[src/rtl/adcsp_pkg.sv]
package adcsp_pkg;
  localparam int STAT_W = 8;
  localparam logic [1:0] DEV_ID   = 2'b00;
  localparam logic [2:0] CHK_PAT  = 3'b101;
  localparam logic       RDY_BIT  = 1'b0;

  function automatic logic [STAT_W-1:0] status_byte(input logic err);
    return {RDY_BIT, 1'b0, err, DEV_ID, CHK_PAT};
  endfunction
endpackage

[src/rtl/adcsp_conv_timer.sv]
module adcsp_conv_timer #(
  parameter int FIRST_CYC  = 50,
  parameter int PERIOD_CYC = 200,
  parameter int BLANK_CYC  = 8
) (
  input  logic clk,
  input  logic rst,
  input  logic pwr_en,
  output logic done,
  output logic blank
);
  localparam int MAXC  = (FIRST_CYC > PERIOD_CYC) ? FIRST_CYC : PERIOD_CYC;
  localparam int CNT_W = $clog2(MAXC + 1);

  logic             run;
  logic [CNT_W-1:0] cnt;

  always_ff @(posedge clk) begin
    if (rst || !pwr_en) begin
      run <= 1'b0;
      cnt <= '0;
    end else if (!run) begin
      run <= 1'b1;
      cnt <= CNT_W'(FIRST_CYC - 1);
    end else if (cnt == '0) begin
      cnt <= CNT_W'(PERIOD_CYC - 1);
    end else begin
      cnt <= cnt - 1'b1;
    end
  end

  assign done  = run && (cnt == '0);
  assign blank = run && (cnt != '0) && (cnt <= CNT_W'(BLANK_CYC));
endmodule

[src/rtl/adcsp_frame_shifter.sv]
module adcsp_frame_shifter
  import adcsp_pkg::*;
#(
  parameter int RES_W = 12,
  parameter int PAD_W = 4
) (
  input  logic             clk,
  input  logic             rst,
  input  logic             en,
  input  logic             load,
  input  logic             blank,
  input  logic             sclk_fall,
  input  logic             sclk_rise,
  input  logic [RES_W-1:0] code,
  input  logic             err,
  output logic             sdo,
  output logic             sdo_en,
  output logic             busy
);
  localparam int FRAME_W = RES_W + PAD_W + STAT_W;
  localparam int BCNT_W  = $clog2(FRAME_W);

  logic [FRAME_W-1:0] shreg;
  logic [FRAME_W-1:0] frame_new;
  logic [BCNT_W-1:0]  bitcnt;
  logic               avail;

  assign frame_new = {code, {PAD_W{1'b0}}, status_byte(err)};

  always_ff @(posedge clk) begin
    if (rst || !en) begin
      shreg  <= '0;
      bitcnt <= '0;
      avail  <= 1'b0;
      busy   <= 1'b0;
      sdo    <= 1'b1;
      sdo_en <= 1'b0;
    end else begin
      sdo_en <= 1'b1;
      if (load) begin
        shreg  <= frame_new;
        bitcnt <= '0;
        avail  <= 1'b1;
        busy   <= 1'b0;
        sdo    <= 1'b0;
      end else if (blank && avail && !busy) begin
        avail <= 1'b0;
        sdo   <= 1'b1;
      end else if (avail) begin
        if (sclk_fall) begin
          sdo   <= shreg[FRAME_W-1];
          shreg <= {shreg[FRAME_W-2:0], 1'b0};
          busy  <= 1'b1;
        end else if (sclk_rise && busy) begin
          if (bitcnt == BCNT_W'(FRAME_W - 1)) begin
            avail  <= 1'b0;
            busy   <= 1'b0;
            bitcnt <= '0;
            sdo    <= 1'b1;
          end else begin
            bitcnt <= bitcnt + 1'b1;
          end
        end
      end
    end
  end
endmodule

[src/rtl/adc_serial_port.sv]
module adc_serial_port #(
  parameter int RES_W      = 12,
  parameter int PAD_W      = 4,
  parameter int PWRUP_CYC  = 100000,
  parameter int SETTLE_CYC = 1600000,
  parameter int PERIOD_CYC = 800000,
  parameter int BLANK_CYC  = 1000
) (
  input  logic             clk,
  input  logic             rst,
  input  logic             pwr_en,
  input  logic             sclk,
  input  logic [RES_W-1:0] smp_code,
  input  logic             smp_err,
  output logic             sdo,
  output logic             sdo_en
);
  localparam int FIRST_CYC = PWRUP_CYC + SETTLE_CYC;

  logic sclk_q;
  logic sclk_fall;
  logic sclk_rise;
  logic conv_done;
  logic conv_blank;
  logic xfer_busy;

  always_ff @(posedge clk) begin
    if (rst) sclk_q <= 1'b1;
    else     sclk_q <= sclk;
  end

  assign sclk_fall = sclk_q && !sclk;
  assign sclk_rise = !sclk_q && sclk;

  adcsp_conv_timer #(
    .FIRST_CYC (FIRST_CYC),
    .PERIOD_CYC(PERIOD_CYC),
    .BLANK_CYC (BLANK_CYC)
  ) u_timer (
    .clk   (clk),
    .rst   (rst),
    .pwr_en(pwr_en),
    .done  (conv_done),
    .blank (conv_blank)
  );

  adcsp_frame_shifter #(
    .RES_W(RES_W),
    .PAD_W(PAD_W)
  ) u_shift (
    .clk      (clk),
    .rst      (rst),
    .en       (pwr_en),
    .load     (conv_done),
    .blank    (conv_blank),
    .sclk_fall(sclk_fall),
    .sclk_rise(sclk_rise),
    .code     (smp_code),
    .err      (smp_err),
    .sdo      (sdo),
    .sdo_en   (sdo_en),
    .busy     (xfer_busy)
  );
endmodule

[config.mk]
export PLATFORM = sky130hd
export DESIGN_NAME = adc_serial_port
export DESIGN_NICKNAME = d
export VERILOG_FILES = /design/src/rtl/adcsp_pkg.sv /design/src/rtl/adcsp_conv_timer.sv /design/src/rtl/adcsp_frame_shifter.sv /design/src/rtl/adc_serial_port.sv
export SDC_FILE = /design/constraint.sdc
export NUM_CORES = 1
export LEC_CHECK = 0
export BUFFER_PORTS_ARGS = -buffer_cell sky130_fd_sc_hd__clkbuf_2
export CAP_MARGIN = 20
export CORE_MARGIN = 3
export CORE_UTILIZATION = 29
export DETAILED_ROUTE_END_ITERATION = 12
export PLACE_DENSITY = 0.52
export REMOVE_ABC_BUFFERS = 1
export SLEW_MARGIN = 30
export SYNTH_ARGS = -nofsm -noshare
export SYNTH_HDL_FRONTEND = slang
export SYNTH_SLANG_ARGS = --single-unit
[constraint.sdc]
create_clock -name clk -period 2.1 [get_ports clk]
set_input_delay 0.21 -clock clk [delete_from_list [all_inputs] [get_ports clk]]
set_output_delay 0.21 -clock clk [all_outputs]
set_load 0.05 [all_outputs]
# Word level (Yosys, flattened, before mapping)
# Index checks and enable logic that the tools add are counted.
[op_classes]
addsub = 2
n_lt_le_gt_ge = 1
eq_ne = 2
mux = 23
bitwise_logic = 3
n_reduce_logical = 30
[ops]
columns = ["cell", "n"]
rows = [
  ["two-way mux 24 bit", 4],
  ["two-way mux 21 bit", 2],
  ["<= comparator 21 x 10 -> 1 bit (second input constant)", 1],
  ["logical NOT 21 bit", 1],
  ["nonzero test 21 bit", 1],
  ["subtractor 21 x 1 -> 21 bit (second input constant)", 1],
  ["two-way mux 1 bit", 16],
  ["AND reduction 3 bit", 3],
  ["logical AND 1 bit", 8],
  ["AND reduction 4 bit", 2],
  ["nonzero test 2 bit", 4],
  ["nonzero test 4 bit", 2],
  ["adder 5 x 1 -> 5 bit (second input constant)", 1],
  ["equality test 5 bit (second input constant)", 1],
  ["two-way mux 5 bit", 1],
  ["logical NOT 1 bit", 4],
  ["OR reduction 2 bit", 2],
  ["inverter 1 bit", 3],
  ["nonzero test 3 bit", 1],
  ["OR reduction 3 bit", 1],
  ["!= test 2 bit (second input constant)", 1],
  ["logical OR 1 bit", 1],
]
[totals]
reg_bits = 55
input_bits = 17
out_inout_bits = 2
word_cells = 72

# Longest topological paths before layout
[depth]
ltp_word = 8
depth_mapped = 10
mapped_depth_nobuf = 8

# Cells and area by module
# From an unflattened synthesis, not the netlist that was laid out.
[unflattened]
hier_cells = 296
hier_area_um2 = 2517.4
[modules_own_cells]
columns = ["mod", "instances", "cells_per_inst", "area_per_inst_um2", "seq_area_each_um2"]
rows = [
  ["adcsp_frame_shifter", 1, 174, 1443.9, 660.6],
  ["adcsp_conv_timer", 1, 118, 1033.5, 440.4],
  ["adc_serial_port", 1, 4, 40.0, 20.0],
]

# Least setup slack after synthesis
# Ideal clock, no wire load.
[synth_timing]
path_type = "register to register"
from = "reg u_timer.cnt[13]"
to = "reg u_shift.shreg[2]"
setup_time_ns = 0.132
arrival_time_ns = 1.980
required_time_ns = 1.968
slack_ns = -0.012
path_stages_with_launch = 9
path_buffers = 2
synth_period_minus_slack_ns = 2.112
path_cell_list = "dfxtp_1 -> or4_4 -> nor3_4 -> o2111ai_2 -> o211ai_2 -> buf_6 -> buf_12 -> mux2i_1 -> a21oi_1"
[synth_between]
elab_chain_len = 7
elab_cells_between_ends = 13
classes_between = "order compare: 1; eq/ne: 1; mux: 1; reduce/logical: 10"
[synth_lines]
columns = ["item", "line_no", "text"]
rows = [
  ["start, declared", "adcsp_conv_timer.sv:16", "logic [CNT_W-1:0] cnt;"],
  ["start signal, assigned", "adcsp_conv_timer.sv:24", "cnt <= CNT_W'(FIRST_CYC - 1);"],
  ["start signal, assigned", "adcsp_conv_timer.sv:26", "cnt <= CNT_W'(PERIOD_CYC - 1);"],
  ["start signal, assigned", "adcsp_conv_timer.sv:28", "cnt <= cnt - 1'b1;"],
  ["branches (longest 7 deep; another with <= comparator 21 x 10 -> 1 bit)", "--", ""],
  ["end signal, assigned", "adcsp_frame_shifter.sv:41", "shreg <= frame_new;"],
  ["end signal, assigned", "adcsp_frame_shifter.sv:52", "shreg <= {shreg[FRAME_W-2:0], 1'b0};"],
  ["end, declared", "adcsp_frame_shifter.sv:23", "logic [FRAME_W-1:0] shreg;"],
]
# Parallel ways; which one is timed is not known.
# A chain may end at the register's enable or synchronous reset.

# Worst setup path after layout
[layout_timing]
from = "reg u_timer.cnt[13]"
to = "reg u_shift.shreg[17]"
# Same word-level chain as after synthesis.

==> results.toml <==
[drt]
finalWirelength_um = 4600
dr.first_iter.drc_count = 66
vias = 1817
drt-wirelength-per-cell_um = 11.7
routed_via_density = 4.62
drc = 0
dr.pass1.iters = 4
drtAntennaViolNets = 0

[worst_setup_path]
worstPathArrival_ns = 2.39
reg2reg_from = "u_timer.cnt[13]"
worstPathMaxFanout = 13
crit_path_top_delay_cell = "or4_4"
r2r-end = "u_shift.shreg[17]"
critPathLaunchType = "register"
reg2reg_depth = 7
cp.required_ns = 2.32
worst-setup-path-type = "register to register"
slowest_delay_ns = 0.57
r2r_slack_ns = -0.07
crit_chain = "or4_4 -> nor3_4 -> o2111ai_2 -> o211ai_4 -> clkbuf_16 -> mux2i_1 -> o21ai_1"
critPathBufInv = 1
crit_family = "simple AND/OR/NAND/NOR gates"
cp-end-kind = "register"

[clock_network]
postCtsHoldBufs = 0
numCtsBuffers = 5
clock_tree.buffer_depth = 2
clock_sinks = 55
h-tree-depth = 2
clkLatencyLatePin_ns = 0.31
root_buffer = "clkbuf_8"
clk_pin_slew_ns = 0.11
postCtsSetupBuffers = 0
cts_tree = "yes"

[placed_design]
placed_area_um2 = 2720
place_congestion = 0.752
place_hpwl_um = 3290
dp.cells = 384
port-buffer-count = 18
dp_slack_ns = -0.0317

[global_routing]
antenna_found_initial = 0
grt_pass1_wl_um = 8160
grt_max_degree = 27
grt-busiest-layer = "met2"
grt_pass1_vias = 1744
grt_use_met3_pct = 2.24
grt_usage_pct = 10.3
overflow = 0
grt_use_met2_pct = 15.8
grt_use_met1_pct = 14.6

[synth]
netlist.top_cell.by_area = "dfxtp_1"
synth_area_per_cell_um2 = 9.37
synthFlopType = "dfxtp_1"
synth_edf_count = 0
ys_seq_area_share_pct = 46.1
syn_inst = 255
ys_async_sr_fraction_pct = 0
synthTopCellsByArea = "dfxtp_1 46%, mux2i_1 10%, a21oi_1 5.0%, nor2_1 4.2%, nand2_1 3.8%"
ys_seq_elements = 55
yosysMostFrequentCell = "dfxtp_1"
synth_commonest_cells = "55 x dfxtp_1, 27 x nor2_1, 25 x mux2i_1"
synth_top_area_share_pct = 46.1
yosysUniqueCellTypes = 40
synth_warnings = 0
netlist_area_um2 = 2390

[worst_hold_path]
hold_path.class = "input port to register"
whs_endpoint = "u_shift.shreg[14]"
min_from = "smp_code[2]"
holdPathStages = 3

[cells_and_area]
fill_cells = 820
instances_no_fill = 393
final_nets = 310
post_route_cells_drive_above_1_share_pct = 20.6
antenna_cells = 0
area_growth_pct = 19.7
fin_area_um2 = 2860

[sta]
worst_slew_pin_slew_ns = 0.330
fin_crit_ns = 2.17
fin_ws_ns = -0.0690
rsz0062_at_grt = "true"
slew_viol_final = 0
fin_crit_sh_pct = 103
fmax_mhz = 461
hold_slack_ns = 0.0817
final-hold-violation-count = 0
max-slew-margin-rel_pct = 77.9
fin_worst_skew_ns = 0.0104
setup_viol = 24

[pwr]
power_w = 0.00192
p_leak_nw = 1.23
power_density_nw_per_um2 = 670
vdd_drop_max_v = 0.000305

[die]
core_area_um2 = 7850
die_x_um = 96.8
io_pins = 19
die_h_um = 96.8
row_count = 32
dieArea_um2 = 9360
initial_core_util_pct = 30.4

[run]
cap_violations = 0

[run_status]
status = "finished with violations"
violations = "setup timing"
[cell type report]
class,instances,area [um2],share of cell area [%]
multi-input cells,184,1220,42.7
flip-flops and latches,55,1100,38.5
repair buffers,40,298,10.4
well taps,102,128,4.46
clock buffers,5,68.8,2.41
clock inverters,3,26.3,0.919
inverters,4,15.0,0.525
[worst max-delay path by stage]
| stage | startpoint | to | slack [ns] | depth (start not counted) |
|---|---|---|---|---|
| floorplan | u_timer.cnt[13] | u_shift.shreg[12] | -0.68 | 6 |
| CTS | u_timer.cnt[13] | u_shift.shreg[12] | -0.05 | 7 |
| global placement | u_timer.cnt[13] | u_shift.shreg[12] | -0.01 | 7 |
| detailed placement | u_timer.cnt[13] | u_shift.shreg[12] | -0.03 | 7 |
| global route | u_timer.cnt[13] | u_shift.shreg[12] | -0.17 | 7 |
| finish | u_timer.cnt[13] | u_shift.shreg[17] | -0.07 | 7 |
[routing by layer]
| metal | vias up | share of wire, % | wire length [um] |
|---|---|---|---|
| met5 | - | 0 | 0 |
| met4 | 0 | 0.85 | 39 |
| met3 | 4 | 2.9 | 134 |
| met2 | 25 | 44 | 2020 |
| met1 | 830 | 52 | 2410 |
| li1 | 958 | - | - |
[kinds of logic after synthesis]
kind of cell               Yosys count  share of synthesized area, %
and+or+nand+nor                     91                          20.2
xor gates and xnor gates            18                          6.60
adders and majority gates            3                          1.57
buffers and inverters               16                          3.98
AOI/OAI and AO/OA                   47                          11.1
muxes                               25                          10.5
DFF                                 55                          46.1
[metrics by stage]
stage / setup TNS, ns / utilization, %
final: -0.914 / 36.4
after global routing: -3.29 / 36.4
after CTS: -0.523 / 35.9
after detailed placement: -0.185 / 34.6
after global placement: -0.0107 / 34.6
after floorplan: -17.11 / -
[report_power, final]
part	total (W)	internal (W)	switching [W]
registers	0.00109	0.00106	0.0000211
clock network	0.000609	0.000246	0.000363
logic	0.000222	0.000106	0.000115
total	0.00192	0.00142	0.000499
[repair_timing]
action,4_1_cts,5_1_grt
gates cloned,0,1
setup endpoints to repair,21,37
gates resized for setup,1,6
pin swaps,0,0
[worst min-delay path: stages]
cell and delay (ns):
clkbuf_2 0.07, nand2_1 0.03, o21ai_0 0.05
[cell usage in the layout (no fill, tap or decap), types with 2 or more instances in the layout]
master / n
and2_1: 2
nand2b_1: 2
and3_1: 2
xnor2_1: 10
nor2_1: 27
nor3b_1: 2
mux2i_1: 25
buf_4: 19
or3_1: 2
nand2_1: 24
nand3b_1: 2
ha_1: 3
o21ai_0: 8
o21ai_1: 8
nor3_1: 4
nor2b_1: 2
nand3_1: 6
dfxtp_1: 54
nand4_1: 2
clkbuf_8: 5
buf_12: 2
inv_1: 4
or4_1: 3
nor4_4: 2
xor2_1: 8
clkbuf_2: 18
inv_6: 2
a21oi_1: 24
[state kept, by name (all words and copies together) (netlist names)]
name            flops
sclk_q              1
u_shift.avail       1
u_shift.bitcnt      5
u_shift.busy        1
u_shift.sdo         1
u_shift.sdo_en      1
u_shift.shreg      24
u_timer.cnt        21
No activity file was read; power rests on OpenSTA's default activity.
